[src/rtl/pic_pkg.sv]
package pic_pkg;
  typedef enum logic [2:0] {
    INIT_IDLE,
    INIT_BASE,
    INIT_CASC,
    INIT_MODE,
    INIT_RUN
  } init_st_t;

  localparam int CMD_START_BIT = 4;
  localparam int CMD_SEL_BIT   = 3;
  localparam logic [2:0] EOS_TOP  = 3'b001;
  localparam logic [2:0] EOS_PICK = 3'b011;
endpackage

[src/rtl/pic_prio.sv]
module pic_prio #(
  parameter int N = 8,
  localparam int IW = $clog2(N)
) (
  input  logic [N-1:0]  req,
  output logic          hit,
  output logic [IW-1:0] idx
);
  always_comb begin
    hit = |req;
    idx = '0;
    for (int i = N - 1; i >= 0; i--) begin
      if (req[i]) idx = IW'(i);
    end
  end
endmodule

[src/rtl/pic_trig_reg.sv]
module pic_trig_reg #(
  parameter int NT = 16,
  parameter int DW = 8,
  parameter logic [NT-1:0] FIXED_EDGE = 16'h2107,
  localparam int NB = NT / DW,
  localparam int SW = (NB > 1) ? $clog2(NB) : 1
) (
  input  logic          clk,
  input  logic          rst,
  input  logic          wr,
  input  logic [SW-1:0] sel,
  input  logic [DW-1:0] wdata,
  output logic [NT-1:0] trig
);
  logic [NT-1:0] trig_nxt;

  always_comb begin
    trig_nxt = trig;
    for (int b = 0; b < NB; b++) begin
      if (wr && (sel == SW'(b))) trig_nxt[b*DW +: DW] = wdata;
    end
  end

  always_ff @(posedge clk) begin
    if (rst) trig <= '0;
    else     trig <= trig_nxt & ~FIXED_EDGE;
  end
endmodule

[src/rtl/pic_unit.sv]
module pic_unit
  import pic_pkg::*;
#(
  parameter int N_IN = 8,
  parameter int DW   = 8,
  localparam int IW  = $clog2(N_IN)
) (
  input  logic            clk,
  input  logic            rst,
  input  logic            wr_ctl,
  input  logic            wr_aux,
  input  logic [DW-1:0]   wdata,
  input  logic [N_IN-1:0] irq,
  input  logic [N_IN-1:0] trig,
  input  logic            ack,
  output logic            present,
  output logic [IW-1:0]   win,
  output logic [DW-1:0]   base,
  output logic [DW-1:0]   cas_cfg,
  output logic [DW-1:0]   ctl_rdata,
  output logic [DW-1:0]   aux_rdata
);
  init_st_t        st;
  logic [N_IN-1:0] imr, irr, isr, irq_q;
  logic [N_IN-1:0] irr_nxt, isr_nxt, rise;
  logic            need_mode, no_casc, all_level, rd_isr;
  logic            is_start, is_eos, is_sel, eos_top, eos_pick, take;
  logic            pend_hit, serv_hit;
  logic [IW-1:0]   pend_idx, serv_idx;

  assign is_start = wr_ctl && wdata[CMD_START_BIT];
  assign is_eos   = wr_ctl && !wdata[CMD_START_BIT] && !wdata[CMD_SEL_BIT];
  assign is_sel   = wr_ctl && !wdata[CMD_START_BIT] &&  wdata[CMD_SEL_BIT];
  assign eos_top  = is_eos && (wdata[7:5] == EOS_TOP);
  assign eos_pick = is_eos && (wdata[7:5] == EOS_PICK);

  pic_prio #(.N(N_IN)) u_pend (.req(irr & ~imr), .hit(pend_hit), .idx(pend_idx));
  pic_prio #(.N(N_IN)) u_serv (.req(isr),        .hit(serv_hit), .idx(serv_idx));

  assign present = (st == INIT_RUN) && pend_hit && (!serv_hit || (pend_idx < serv_idx));
  assign win     = pend_idx;
  assign take    = ack && present;
  assign rise    = irq & ~irq_q;

  genvar g;
  generate
    for (g = 0; g < N_IN; g++) begin : g_req
      logic lvl;
      assign lvl = all_level || trig[g];
      assign irr_nxt[g] = is_start ? 1'b0 :
                          lvl      ? irq[g] :
                          ((irr[g] && !(take && (win == IW'(g)))) || rise[g]);
    end
  endgenerate

  always_comb begin
    isr_nxt = isr;
    if (eos_top && serv_hit) isr_nxt[serv_idx] = 1'b0;
    if (eos_pick)            isr_nxt[wdata[IW-1:0]] = 1'b0;
    if (take)                isr_nxt[win] = 1'b1;
    if (is_start)            isr_nxt = '0;
  end

  always_ff @(posedge clk) begin
    if (rst) begin
      irr   <= '0;
      isr   <= '0;
      irq_q <= '0;
    end else begin
      irr   <= irr_nxt;
      isr   <= isr_nxt;
      irq_q <= irq;
    end
  end

  always_ff @(posedge clk) begin
    if (rst) begin
      st        <= INIT_IDLE;
      imr       <= '1;
      base      <= '0;
      cas_cfg   <= '0;
      need_mode <= 1'b0;
      no_casc   <= 1'b0;
      all_level <= 1'b0;
      rd_isr    <= 1'b0;
    end else if (is_start) begin
      st        <= INIT_BASE;
      need_mode <= wdata[0];
      no_casc   <= wdata[1];
      all_level <= wdata[3];
      rd_isr    <= 1'b0;
    end else begin
      if (wr_aux) begin
        case (st)
          INIT_BASE: begin
            base <= wdata;
            st   <= no_casc ? (need_mode ? INIT_MODE : INIT_RUN) : INIT_CASC;
          end
          INIT_CASC: begin
            cas_cfg <= wdata;
            st      <= need_mode ? INIT_MODE : INIT_RUN;
          end
          INIT_MODE: st <= INIT_RUN;
          default:   imr <= wdata[N_IN-1:0];
        endcase
      end
      if (is_sel && wdata[1]) rd_isr <= wdata[0];
    end
  end

  assign ctl_rdata = DW'(rd_isr ? isr : irr);
  assign aux_rdata = DW'(imr);
endmodule

[src/rtl/pic_cascade_pair.sv]
module pic_cascade_pair
  import pic_pkg::*;
#(
  parameter int N_IN     = 8,
  parameter int DW       = 8,
  parameter int CAS_LINE = 2,
  parameter logic [2*N_IN-1:0] FIXED_EDGE = 16'h2107,
  localparam int NT = 2 * N_IN,
  localparam int IW = $clog2(N_IN)
) (
  input  logic          clk,
  input  logic          rst,
  input  logic          bus_wr,
  input  logic          bus_rd,
  input  logic [2:0]    bus_addr,
  input  logic [7:0]    bus_wdata,
  output logic [7:0]    bus_rdata,
  input  logic [15:0]   irq_in,
  output logic          int_out,
  input  logic          inta,
  output logic [7:0]    vec_out,
  output logic          vec_valid
);
  logic [NT-1:0]   trig_q;
  logic [N_IN-1:0] cas_hook, m_irq;
  logic            m_present, s_present, fwd, s_ack;
  logic [IW-1:0]   m_win, s_win, m_sel, s_sel;
  logic [DW-1:0]   m_base, s_base, m_cas, s_cas;
  logic [DW-1:0]   m_ctl, m_aux, s_ctl, s_aux, vec_nxt;

  pic_trig_reg #(.NT(NT), .DW(DW), .FIXED_EDGE(FIXED_EDGE)) u_trig (
    .clk(clk), .rst(rst),
    .wr(bus_wr && (bus_addr[2:1] == 2'b10)),
    .sel(bus_addr[0]),
    .wdata(bus_wdata),
    .trig(trig_q)
  );

  always_comb begin
    cas_hook           = '0;
    cas_hook[CAS_LINE] = s_present;
  end
  assign m_irq = irq_in[N_IN-1:0] | cas_hook;

  pic_unit #(.N_IN(N_IN), .DW(DW)) u_prim (
    .clk(clk), .rst(rst),
    .wr_ctl(bus_wr && (bus_addr == 3'd0)),
    .wr_aux(bus_wr && (bus_addr == 3'd1)),
    .wdata(bus_wdata), .irq(m_irq), .trig(trig_q[N_IN-1:0]), .ack(inta),
    .present(m_present), .win(m_win), .base(m_base), .cas_cfg(m_cas),
    .ctl_rdata(m_ctl), .aux_rdata(m_aux)
  );

  assign fwd   = m_present && m_cas[m_win] && (s_cas == DW'(m_win));
  assign s_ack = inta && fwd;

  pic_unit #(.N_IN(N_IN), .DW(DW)) u_sec (
    .clk(clk), .rst(rst),
    .wr_ctl(bus_wr && (bus_addr == 3'd2)),
    .wr_aux(bus_wr && (bus_addr == 3'd3)),
    .wdata(bus_wdata), .irq(irq_in[NT-1:N_IN]), .trig(trig_q[NT-1:N_IN]), .ack(s_ack),
    .present(s_present), .win(s_win), .base(s_base), .cas_cfg(s_cas),
    .ctl_rdata(s_ctl), .aux_rdata(s_aux)
  );

  assign m_sel   = m_present ? m_win : IW'(N_IN - 1);
  assign s_sel   = s_present ? s_win : IW'(N_IN - 1);
  assign vec_nxt = fwd ? (s_base + DW'(s_sel)) : (m_base + DW'(m_sel));

  always_ff @(posedge clk) begin
    if (rst) begin
      int_out   <= 1'b0;
      vec_out   <= '0;
      vec_valid <= 1'b0;
      bus_rdata <= '0;
    end else begin
      int_out   <= m_present;
      vec_valid <= inta;
      if (inta) vec_out <= vec_nxt;
      if (bus_rd) begin
        case (bus_addr)
          3'd0:    bus_rdata <= m_ctl;
          3'd1:    bus_rdata <= m_aux;
          3'd2:    bus_rdata <= s_ctl;
          3'd3:    bus_rdata <= s_aux;
          3'd4:    bus_rdata <= trig_q[DW-1:0];
          3'd5:    bus_rdata <= trig_q[NT-1:DW];
          default: bus_rdata <= '0;
        endcase
      end
    end
  end
endmodule

[config.mk]
export PLATFORM = sky130hd
export DESIGN_NAME = pic_cascade_pair
export DESIGN_NICKNAME = d
export VERILOG_FILES = /design/src/rtl/pic_pkg.sv /design/src/rtl/pic_prio.sv /design/src/rtl/pic_trig_reg.sv /design/src/rtl/pic_unit.sv /design/src/rtl/pic_cascade_pair.sv
export SDC_FILE = /design/constraint.sdc
export NUM_CORES = 1
export LEC_CHECK = 0
export CAP_MARGIN = 10
export CORE_ASPECT_RATIO = 1.2
export CORE_MARGIN = 8
export CORE_UTILIZATION = 53
export DETAILED_ROUTE_END_ITERATION = 7
export GPL_ROUTABILITY_DRIVEN = 1
export GPL_TIMING_DRIVEN = 0
export PLACE_DENSITY_LB_ADDON = 0.1
export SETUP_SLACK_MARGIN = 0.02
export SYNTH_ARGS = -nofsm -noshare
export SYNTH_HDL_FRONTEND = slang
export SYNTH_SLANG_ARGS = --single-unit
[constraint.sdc]
create_clock -name clk -period 3.8 [get_ports clk]
set_clock_uncertainty 0.05 [all_clocks]
set_input_delay 0.76 -clock clk [delete_from_list [all_inputs] [get_ports clk]]
set_output_delay 0.76 -clock clk [all_outputs]
set_load 0.005 [all_outputs]
Word-level counts from Yosys, hierarchy flattened

Cells that the tools add are included.

$lt $le $gt $ge: 12
Reductions and logical operators: 150
Bitwise logic cells: 23
Multiplexer cells: 82
Add/sub/neg operators: 2
Eq/ne operators: 31

Operators by type and width:

| operator           | number |
|---|---|
| $mux 3             | 38 |
| $mux 8             | 9 |
| $logic_and 1x1->1  | 69 |
| $and 8x8->8        | 8 |
| $not 8->8          | 7 |
| $pmux 8 s6         | 1 |
| $eq 3x3->1 const B | 12 |
| $logic_or 1x1->1   | 34 |
| $eq 3x2->1 const B | 11 |
| $reduce_or 8->1    | 4 |
| $mux 1             | 26 |
| $logic_not 1->1    | 20 |
| $lt 3x4->1 const B | 5 |
| $eq 3x1->1 const B | 6 |
| $pmux 3 s3         | 2 |
| $reduce_and 3->1   | 6 |
| $add 8x3->8        | 2 |
| $or 8x8->8         | 2 |
| $demux 1 s3        | 5 |
| $ge 3x1->1 const B | 5 |
| $logic_not 3->1    | 3 |
| $eq 8x3->1         | 1 |
| $or 8x3->8         | 1 |
| $reduce_and 2->1   | 4 |
| other kinds (9)    | 19 |

Register bits after elaboration: 144
Logic and storage cells: 331

Depth between registers and ports, before layout

Gate-level depths: netlist (run 1).

Depth in word-level cells: 22
Mapped depth: 21
Gate-level depth less buffers: 20

Hierarchy

Synthesis (run 1) repeated with hierarchy kept, for this count alone.

Cells, all modules: 888
Area total of the unflattened synthesis: 7723.7 um^2

By module, submodules not included:

| module            | cells each | area an instance (um^2) | sequential area each (um^2) | instances |
|---|---|---|---|---|
| pic_unit (u_sec)  | 301        | 2667.6                  | 1101.1                      | 1 |
| pic_unit (u_prim) | 296        | 2595.0                  | 1101.1                      | 1 |
| pic_cascade_pair  | 189        | 1625.3                  | 360.3                       | 1 |
| pic_trig_reg      | 50         | 510.5                   | 220.2                       | 1 |
| pic_prio          | 13         | 81.3                    | 0.0                         | 4 |

Least setup slack after synthesis (run 1)

No wires, ideal clock.

Kind: flip-flop to flip-flop
From: reg u_sec.irr[7]
To: reg vec_out[5]
Arrival time: 3.737 ns
Path buffers: 1
Stages on the path, launching flop included: 21
Clock period less this slack: 3.909 ns
Required time: 3.628 ns
Slack: -0.109 ns
Cell sequence: dfxtp_1 -> nor2b_1 -> nor2_1 -> nor3_1 -> nor2_1 -> or2_2 -> clkbuf_1 -> inv_1 -> ha_1 -> a21oi_1 -> a31oi_1 -> o31a_1 -> a211oi_1 -> nand2_1 -> ha_1 -> a21o_1 -> a21oi_1 -> nor2_1 -> xor2_1 -> and4_1 -> a311o_1

Word-level cells in the longest chain between the ends: 15
Elaborated cells between the ends (all ways): 17

RTL lines:

| what                   | RTL line               | RTL |
|---|---|---|
| start, declared        | pic_unit.sv:24         | `logic [N_IN-1:0] imr, irr, isr, irq_q;` |
| start signal, assigned | pic_unit.sv:70         | `irr <= irr_nxt;` |
| $and 8x8->8 (*)        | pic_unit.sv:37         | `pic_prio #(.N(N_IN)) u_pend (.req(irr & ~imr), .hit(pend_hit), .idx(pend_idx));` |
| $mux 3 (8 in series)   | pic_prio.sv:13         | `if (req[i]) idx = IW'(i);` |
| $lt 3x3->1             | pic_unit.sv:40         | `assign present = (st == INIT_RUN) && pend_hit && (!serv_hit \|\| (pend_idx < serv_idx));` |
| $logic_or 1x1->1       | pic_unit.sv:40         |  |
| $logic_and 1x1->1      | pic_unit.sv:40         |  |
| $mux 3 (*)             | pic_cascade_pair.sv:67 | `assign s_sel = s_present ? s_win : IW'(N_IN - 1);` |
| $add 8x3->8 (*)        | pic_cascade_pair.sv:68 | `assign vec_nxt = fwd ? (s_base + DW'(s_sel)) : (m_base + DW'(m_sel));` |
| $mux 8 (*)             | pic_cascade_pair.sv:68 |  |
| end signal, assigned   | pic_cascade_pair.sv:79 | `if (inta) vec_out <= vec_nxt;` |
| end, declared          | pic_cascade_pair.sv:21 | `output logic [7:0] vec_out,` |

Every way passes the cells marked *; elsewhere a longest branch is shown, timed or not.
A chain may end at the register's enable or synchronous reset.

Worst setup path after layout (run 1)

From: reg u_sec.irr[6]
To: reg vec_out[5]

Word-level cells in the longest chain between the ends: 14
Elaborated cells between the ends (all ways): 16

RTL lines:

| what                 | RTL line |
|---|---|
| $and 8x8->8 (*)      | pic_unit.sv:37 |
| $mux 3 (7 in series) | pic_prio.sv:13 |
| $lt 3x3->1           | pic_unit.sv:40 |
| $logic_or 1x1->1     | pic_unit.sv:40 |
| $logic_and 1x1->1    | pic_unit.sv:40 |
| $mux 3 (*)           | pic_cascade_pair.sv:67 |
| $add 8x3->8 (*)      | pic_cascade_pair.sv:68 |
| $mux 8 (*)           | pic_cascade_pair.sv:68 |

Marks and branches as above.

==> impl_metrics.yaml, run 1 <==
status:
  status: "finished, violations left"
  violations: "negative setup slack"
critical_path:
  critical_path_class: "flip-flop to flip-flop"
  cp_slowest_cell: "dfxtp_4"
  r2r_start: "u_sec.irr[6]"
  r2r-end: "vec_out[5]"
  r2r_slack_ns: -0.005
  worst_setup_path_start_kind: "flip-flop"
  cp-end-kind: "flip-flop"
  required_ns: 4.07
  cp_cell_sequence: "nor2b_4, nor2_4, nor3_2, nor2_1, or2_4, inv_4, ha_4, a21oi_2, a31oi_1, o31a_1, a211oi_4, buf_6, nand2_4, ha_4, a21o_1, a21oi_2, nor2_1, xor2_1, and4_1, a311o_1"
  crit_family: "compound AO/OA/AOI/OAI gates"
  cp.arrival_ns: 4.07
  path_buf_inv: 2
  cp_max_fo: 4
  cpPeakStageDelay_ns: 0.36
  reg2regPathDepth: 20
floorplan:
  rows: 46
  fp.dieH_um: 143
  initial_core_util: 0.542
  dieArea_um2: 17500
  io_pins: 50
  coreArea_um2: 13200
  die_w_um: 122
routing:
  drt-initial-drc-count: 729
  ant_nets: 0
  post_drt_wl_per_cell_um: 21.9
  drc: 0
  vias: 7071
  via_per_inst: 6.19
  dr.pass1.iters: 6
  routed_wirelength_mm: 25.0
yosys:
  synth_most_common_cell: "nor2_1"
  ys_seq_area_frac: 0.388
  netlist_area_um2: 7180
  synth_edf_count: 0
  avgSynthCellArea_um2: 8.43
  syn_nets: 895
  ys.flop_type: "dfxtp_1"
  synthArstFlopShare: 0
  netlist_instances: 851
  synthTopCellsByCount: "143 x nor2_1, 139 x dfxtp_1, 67 x mux2i_1"
  synth_top_area_frac: 0.388
  ys_ff_latch: 139
  synth-warning-count: 0
  ys_top_cells_by_area: "dfxtp_1 39%, mux2i_1 9.3%, nor2_1 7.5%"
  yosys.area.top_type: "dfxtp_1"
  yosysUniqueCellTypes: 71
sta:
  setup_viol: 1
  worstMarginPinSlew_ns: 0.865
  min_period_ns: 3.81
  hold_ws_ns: 0.402
  max_freq_mhz: 263
  rsz0062_at_grt: "true"
  fin_setup_tns_ns: -0.00539
  relSlewSlack: 0.421
  maxSlewViolCount: 0
  final.period_utilization: 1.00
  hold_viol_final: 0
  finalWorstSetupSlack_ns: -0.00539
worst_hold_path:
  min_from: "vec_out[6]"
  holdPathEnd: "vec_out[6]"
  hp-class: "flip-flop to flip-flop"
  hold-path-cell-count: 2
flow_run:
  max-cap-violations: 0
global_routing:
  grt_pass1_vias: 6831
  gr-total-overflow: 0
  grt_pass1_wl_mm: 36.9
  grt_max_degree: 17
  grt_use_total: 0.278
  antenna_found_initial: 1
clock_tree:
  clock_sinks: 139
  clock_path_buffers: 2
  htreeDepth: 4
  clock_latency_ns: 0.43
  hold_buffers: 0
  root_buffer: "clkbuf_16"
  cts_tree: "yes"
  cts_inserted_buffers: 17
  clkSlewWorstSetupHoldPaths_ns: 0.06
finish:
  num_antenna_cells: 0
  regMostFlops: "u_trig.trig"
  nFillCells: 1058
  fin_nets: 1006
  area_delta_synth_final_pct: 27.9
  largest_reg_flops: 11
  drive_gt1_frac: 0.179
placement:
  post-place-ws_ns: -0.634
  io_buffers: 45
  place.gp.congestion: 0.970
  dp_hpwl_mm: 17.6
power_and_ir_drop:
  total_leakage_power_nw: 3.34
  power_density_nw_per_um2: 401
  peakVddDrop_mv: 0.388
kinds of logic after synthesis:
logic type / synth area share
DFF: 0.388
adders and majority gates: 0.0230
muxes: 0.108
and+or+nand+nor: 0.240
buffers and inverters: 0.0422
AOI/OAI and AO/OA: 0.185
xor gates and xnor gates: 0.0146
metal layers:
metal  GRT usage  wire [um]  part of all wire
met3      0.0554       1750             0.070
met4       0.198       1510             0.060
met1       0.324       9760              0.39
met2       0.446      12000              0.48
met5           0          9           0.00036
cell type report:
| class | count | area (um2) | share of cell area |
|---|---|---|---|
| Inverter | 29 | 116 | 0.0127 |
| Timing Repair Buffer | 94 | 843 | 0.0919 |
| Multi-Input combinational cell | 637 | 4380 | 0.477 |
| Tap cell | 168 | 210 | 0.0229 |
| Clock inverter | 14 | 193 | 0.0210 |
| Buffer | 44 | 205 | 0.0224 |
| Clock buffer | 18 | 429 | 0.0468 |
| Sequential cell | 139 | 2810 | 0.306 |
repair_timing:
item / 4_1_cts / 5_1_grt
endpoints found under the setup margin: 7 / 16
resized for setup: 38 / 46
pin swaps: 11 / 30
setup buffers: 23 / 26
gates cloned: 0 / 1
power breakdown:
group	internal (W)	switching (W)
registers	0.00150	0.0000386
logic	0.000155	0.000213
clock network	0.00110	0.000675
total	0.00276	0.000926
cells in the final DEF, fill, tap and decap left out, types with 9 or more instances in the layout:
cell type,Yosys,layout
clkbuf_1,33,33
nand4_1,18,18
nor2b_1,34,28
buf_4,0,46
clkdlybuf4s50_1,0,45
nor3_1,17,12
dfxtp_2,0,12
nand2b_1,15,13
inv_1,29,26
o21ai_0,24,23
clkbuf_16,0,18
nand2_1,60,57
mux2i_1,67,66
nand3_1,13,13
o211ai_1,14,14
dfxtp_1,139,125
nor2_1,143,142
a211o_1,17,17
a21oi_1,56,50
o22ai_1,9,9
worst reg2reg max path, delay by kind of cell (launching register included):
family / cells / cell delay (ns)
compound gates: 7 / 1.30
simple gates: 8 / 1.18
fa+ha+maj: 2 / 0.40
flops: 1 / 0.36
buf+inv: 2 / 0.25
xor+xnor: 1 / 0.14
worst max-delay path by stage:
stage / depth (start not counted) / start / end / slack (ns)
finish: 20 / u_sec.irr[6] / vec_out[5] / -0.005
global route: 19 / u_sec.irr[6] / vec_out[5] / -0.12
CTS: 20 / u_sec.irr[6] / vec_out[5] / -0.004
detailed placement: 20 / u_sec.irr[7] / vec_out[5] / -0.63
global placement: 20 / u_sec.irr[7] / vec_out[5] / -0.64
floorplan: 20 / u_sec.irr[7] / vec_out[5] / 0.02
per-stage QoR:
stage | instances | power, W | area [um2] | util
global route | 1143 | 0.00379 | 9180 | 0.693
finish | 1143 | 0.00368 | 9180 | 0.693
detailed placement | 1064 | 0.00189 | 7860 | 0.593
floorplan | 851 | 0.00174 | 7190 | -
global placement | 1064 | 0.00188 | 7860 | 0.593
CTS | 1118 | 0.00365 | 8800 | 0.665
No activity file was read; power rests on OpenSTA's default activity.
==> inputs of run 2 (changes only) <==
--- a/config.mk
+++ b/config.mk
@@ -7,7 +7,6 @@
 export LEC_CHECK = 0
 export CAP_MARGIN = 10
 export CORE_ASPECT_RATIO = 1.2
-export CORE_MARGIN = 8
 export CORE_UTILIZATION = 53
 export DETAILED_ROUTE_END_ITERATION = 7
 export GPL_ROUTABILITY_DRIVEN = 1
==> impl_metrics.yaml, run 2 (synthesis gave the netlist of run 1 again) <==
routing:
  ant_nets: 0
  dr.pass1.iters: 5
  via_per_inst: 6.17
  drc: 0
  routed_wirelength_mm: 23.9
  drt-initial-drc-count: 495
  post_drt_wl_per_cell_um: 21.0
  vias: 7022
clock_tree:
  cts_tree: "yes"
  cts_inserted_buffers: 17
  clkSlewWorstSetupHoldPaths_ns: 0.06
  clock_latency_ns: 0.44
  clock_path_buffers: 2
  clock_sinks: 139
  root_buffer: "clkbuf_16"
  htreeDepth: 4
power_and_ir_drop:
  power_w: 0.00357
  power_frac_comb: 0.103
  pwr-share-clk: 0.466
  swShare: 0.253
  power_density_nw_per_um2: 392
  p_switching_w: 0.000904
  intPower_w: 0.00267
  total_leakage_power_nw: 3.30
  seqPwrFrac: 0.431
  peakVddDrop_mv: 0.304
sta:
  hold_viol_final: 0
  max_freq_mhz: 271
  min_period_ns: 3.69
  fin_setup_tns_ns: 0
  setup_viol: 0
  final.period_utilization: 0.972
  rsz0062_at_grt: "true"
  worstMarginPinSlew_ns: 0.883
  maxSlewViolCount: 0
  relSlewSlack: 0.409
finish:
  layout_common_cells: "143 x nor2_1, 126 x dfxtp_1, 67 x mux2i_1, 57 x nand2_1, 50 x a21oi_1"
  largest_reg_flops: 11
  final_core_util: 0.690
  regMostFlops: "u_trig.trig"
  fin_cells: 1139
  drive_gt1_frac: 0.172
  layout_commonest_cell: "nor2_1"
  num_antenna_cells: 0
  nFillCells: 1112
  fin_nets: 1002
  area_delta_synth_final_pct: 27.2
critical_path:
  cp_max_fo: 4
  worst_setup_path_start_kind: "flip-flop"
  cp-end-kind: "flip-flop"
  cp.arrival_ns: 3.96
  required_ns: 4.07
  critical_path_class: "flip-flop to flip-flop"
placement:
  place.gp.congestion: 0.959
  dp_hpwl_mm: 17.1
  dp.cells: 1064
  io_buffers: 45
global_routing:
  grt_pass1_vias: 6409
  antenna_found_initial: 0
  grt_pass1_wl_mm: 35.1
  grt_use_total: 0.343
  gr-total-overflow: 0
  grt_max_degree: 17
status:
  status: "completed"
worst_hold_path:
  hp-class: "flip-flop to flip-flop"
floorplan:
  dieArea_um2: 14000
  io_pins: 50
  coreArea_um2: 13200
  rows: 46
  fp.dieH_um: 129
  die_w_um: 108
  initial_core_util: 0.542
flow_run:
  max-cap-violations: 0
==> run 2: cell types whose count changed in the layout (fill, tap and decap cells not counted), sizes merged <==
cell / previous run / this run
buf: 60 / 56
bufinv: 4 / 2
clkinv: 5 / 8
inv: 31 / 28
clkbuf: 51 / 53
==> run 2: final timing paths <==
check | from | to | slack (ns) | depth (start not counted)
setup / recovery | u_sec.irr[7] | vec_out[6] | 0.11 | 20
hold / removal | vec_out[2] | vec_out[2] | 0.40 | 2
setup reg to reg | u_sec.irr[7] | vec_out[6] | 0.11 | 20
hold reg to reg | vec_out[2] | vec_out[2] | 0.40 | 2
==> run 2: worst max-delay path: stages (launching register included) <==
cell and delay (ns):
dfxtp_2 0.32, nor2b_4 0.19, nor2_1 0.07, nor3_1 0.19, nor2_1 0.07, or2_4 0.27
inv_4 0.08, ha_4 0.19, a21oi_2 0.12, a31oi_1 0.05, o31a_1 0.19, a211oi_4 0.36
buf_6 0.16, nand2_4 0.05, ha_4 0.19, fa_2 0.38, a21oi_4 0.17, nor3b_2 0.07
xor2_1 0.14, mux2i_1 0.18, o21ai_1 0.07
==> run 2: final cells by class <==
| cell class | instances | area [um2] | area share |
|---|---|---|---|
| multi-input cells | 637 | 4390 | 0.481 |
| inverters | 29 | 124 | 0.0136 |
| well taps | 168 | 210 | 0.0230 |
| clock buffers | 20 | 467 | 0.0511 |
| flip-flops and latches | 139 | 2800 | 0.307 |
| repair buffers | 90 | 813 | 0.0891 |
| plain buffers | 44 | 201 | 0.0221 |
| clock inverters | 12 | 121 | 0.0133 |
==> run 2: repair_timing <==
| item | in CTS | in global routing |
|---|---|---|
| gates cloned | 0 | 1 |
| setup buffers | 19 | 26 |
| hold buffers | 0 | 0 |
| endpoints found under the setup margin | 7 | 16 |
| gates resized for setup | 35 | 45 |
| pin swaps | 10 | 30 |
==> run 2: metrics by stage <==
step / cell area (um2) / worst slack [ns] / hold slack (ns)
2_1_floorplan: 7190 / 0.0166 / 0.394
3_3_place_gp: 7860 / -0.609 / 0.392
6_report: 9130 / 0.108 / 0.398
3_5_place_dp: 7860 / -0.635 / 0.394
5_1_grt: 9130 / -0.0356 / 0.425
4_1_cts: 8720 / 0.0234 / 0.402
==> run 2: metal layers <==
metal / share of wire / wire length [um] / global-route usage
met1: 0.41 / 9830 / 0.411
met2: 0.49 / 11600 / 0.585
met3: 0.057 / 1360 / 0.0573
met4: 0.047 / 1110 / 0.183
met5: 0 / 0 / 0
==> run 2: power groups by stage <==
stage / clock [W] / sequential [W] / combinational [W]
2_1_floorplan: 0 / 0.00156 / 0.000187
3_3_place_gp: 0 / 0.00157 / 0.000315
3_5_place_dp: 0 / 0.00157 / 0.000321
4_1_cts: 0.00167 / 0.00154 / 0.000334
5_1_grt: 0.00173 / 0.00154 / 0.000393
6_report: 0.00166 / 0.00154 / 0.000368
==> inputs of run 3 (changes only) <==
--- a/config.mk
+++ b/config.mk
@@ -7,7 +7,7 @@
 export LEC_CHECK = 0
 export CAP_MARGIN = 10
 export CORE_ASPECT_RATIO = 1.2
-export CORE_UTILIZATION = 53
+export CORE_UTILIZATION = 44
 export DETAILED_ROUTE_END_ITERATION = 7
 export GPL_ROUTABILITY_DRIVEN = 1
 export GPL_TIMING_DRIVEN = 0
==> impl_metrics.yaml, run 3 (synthesis gave the netlist of run 1 again) <==
finish:
  layout_common_cells: "141 x nor2_1, 129 x dfxtp_1, 67 x mux2i_1, 56 x nand2_1, 49 x a21oi_1"
  largest_reg_flops: 11
  area_delta_synth_final_pct: 27.1
  num_antenna_cells: 0
  final_core_util: 0.578
  drive_gt1_frac: 0.161
  layout_commonest_cell: "nor2_1"
  fin_nets: 992
  regMostFlops: "u_trig.trig"
critical_path:
  critical_path_class: "flip-flop to flip-flop"
  cp_max_fo: 4
  cp.arrival_ns: 4.00
  cp_cell_sequence: "nor2b_4, nor2_2, nor3_2, nor2_1, or2_4, inv_4, ha_4, a21oi_2, a31oi_1, o31a_1, a211oi_4, buf_6, nand2_4, ha_4, fa_2, a21oi_4, nor2b_2, xnor2_1, o311ai_1"
  cpPeakStageDelay_ns: 0.39
  cp-end-kind: "flip-flop"
  worst_setup_path_start_kind: "flip-flop"
  cp_slowest_cell: "fa_2"
  required_ns: 4.07
  cpMostUsedCell: "ha_4"
global_routing:
  grt_pass1_vias: 6543
  antenna_found_initial: 0
  gr-total-overflow: 0
  grt_pass1_wl_mm: 36.3
  grt_max_degree: 17
  grt_use_total: 0.287
sta:
  relSlewSlack: 0.408
  worstMarginPinSlew_ns: 0.885
  hold_viol_final: 0
  rsz0062_at_grt: "true"
  setup_viol: 0
  max_freq_mhz: 269
  maxSlewViolCount: 0
  min_period_ns: 3.72
  final.period_utilization: 0.979
  fin_setup_tns_ns: 0
routing:
  routed_wirelength_mm: 24.2
  dr.pass1.iters: 5
  via_per_inst: 5.79
  ant_nets: 0
  vias: 6773
  drt-initial-drc-count: 477
  drc: 0
  post_drt_wl_per_cell_um: 20.7
power_and_ir_drop:
  total_leakage_power_nw: 3.27
  peakVddDrop_mv: 0.267
  power_density_nw_per_um2: 416
placement:
  dp_hpwl_mm: 18.0
  place.gp.congestion: 0.893
  io_buffers: 45
worst_hold_path:
  hp-class: "flip-flop to flip-flop"
clock_tree:
  cts_inserted_buffers: 17
  root_buffer: "clkbuf_16"
  clock_latency_ns: 0.43
  clkSlewWorstSetupHoldPaths_ns: 0.06
  htreeDepth: 4
  cts_tree: "yes"
  clock_path_buffers: 2
  clock_sinks: 139
floorplan:
  dieArea_um2: 16800
  coreArea_um2: 15800
  io_pins: 50
  fp.dieH_um: 142
  initial_core_util: 0.455
  die_w_um: 119
  rows: 50
status:
  status: "completed"
flow_run:
  max-cap-violations: 0
## run 3: changes by cell type in the layout (fill, tap and decap cells not counted), moves of 3 or more
| cell | delta |
|---|---|
| dfxtp_1 | +3 |
| buf_4 | -10 |
| buf_6 | +3 |
| clkinv_2 | -4 |
| bufinv_16 | +4 |
## run 3: area by class of cell
class / instances / area [um2]
plain buffers: 44 / 198
clock buffers: 21 / 460
clock inverters: 11 / 214
fillers: 1485 / 6650
inverters: 29 / 111
multi-input cells: 637 / 4360
flip-flops and latches: 139 / 2800
well taps: 208 / 260
repair buffers: 80 / 721
## run 3: stage by stage
step           instance area (um2)  cells  setup slack (ns)  hold slack [ns]  total power [W]
2_1_floorplan                 7190    851            0.0166            0.394          0.00174
3_5_place_dp                  7910   1104            -0.791            0.403          0.00189
3_3_place_gp                  7910   1104            -0.694            0.399          0.00189
4_1_cts                       8800   1146            0.0220            0.411          0.00379
5_1_grt                       9120   1169           -0.0596            0.426          0.00392
6_report                      9120   1169            0.0792            0.407          0.00380
## run 3: what timing repair did
item,CTS,global route
endpoints found under the setup margin,7,6
pin swaps,8,27
buffers inserted,11,24
hold buffers,0,0
gates cloned,0,0
gates resized for setup,35,36
## run 3: final timing paths
| kind | from | end | slack, ns | cells past startpoint |
|---|---|---|---|---|
| setup / recovery | u_sec.irr[6] | vec_out[4] | 0.08 | 19 |
| hold / removal | vec_out[2] | vec_out[2] | 0.41 | 2 |
| setup reg to reg | u_sec.irr[6] | vec_out[4] | 0.08 | 19 |
| hold reg to reg | vec_out[2] | vec_out[2] | 0.41 | 2 |
## run 3: routing by layer
metal | vias to the layer above | share of wire | track usage
li1 | 3236 | - | -
met1 | 3276 | 0.41 | 0.334
met2 | 199 | 0.49 | 0.494
met3 | 62 | 0.044 | 0.0518
met4 | 0 | 0.051 | 0.173
met5 | - | 0 | 0
## run 3: where the power goes
| part | internal (W) | leakage (nW) | switching (W) |
|---|---|---|---|
| Clock | 0.00126 | 0.324 | 0.000636 |
| Combinational | 0.000151 | 1.82 | 0.000206 |
| Sequential | 0.00150 | 1.13 | 0.0000370 |
| Total | 0.00292 | 3.27 | 0.000880 |
## run 3: critical path: cells and delay by family (launching register included)
| family | cells | cell delay [ns] |
|---|---|---|
| compound gates | 6 | 1.12 |
| simple gates | 7 | 0.92 |
| fa+ha+maj | 3 | 0.78 |
| flops | 1 | 0.36 |
| buf+inv | 2 | 0.25 |
| xor+xnor | 1 | 0.13 |
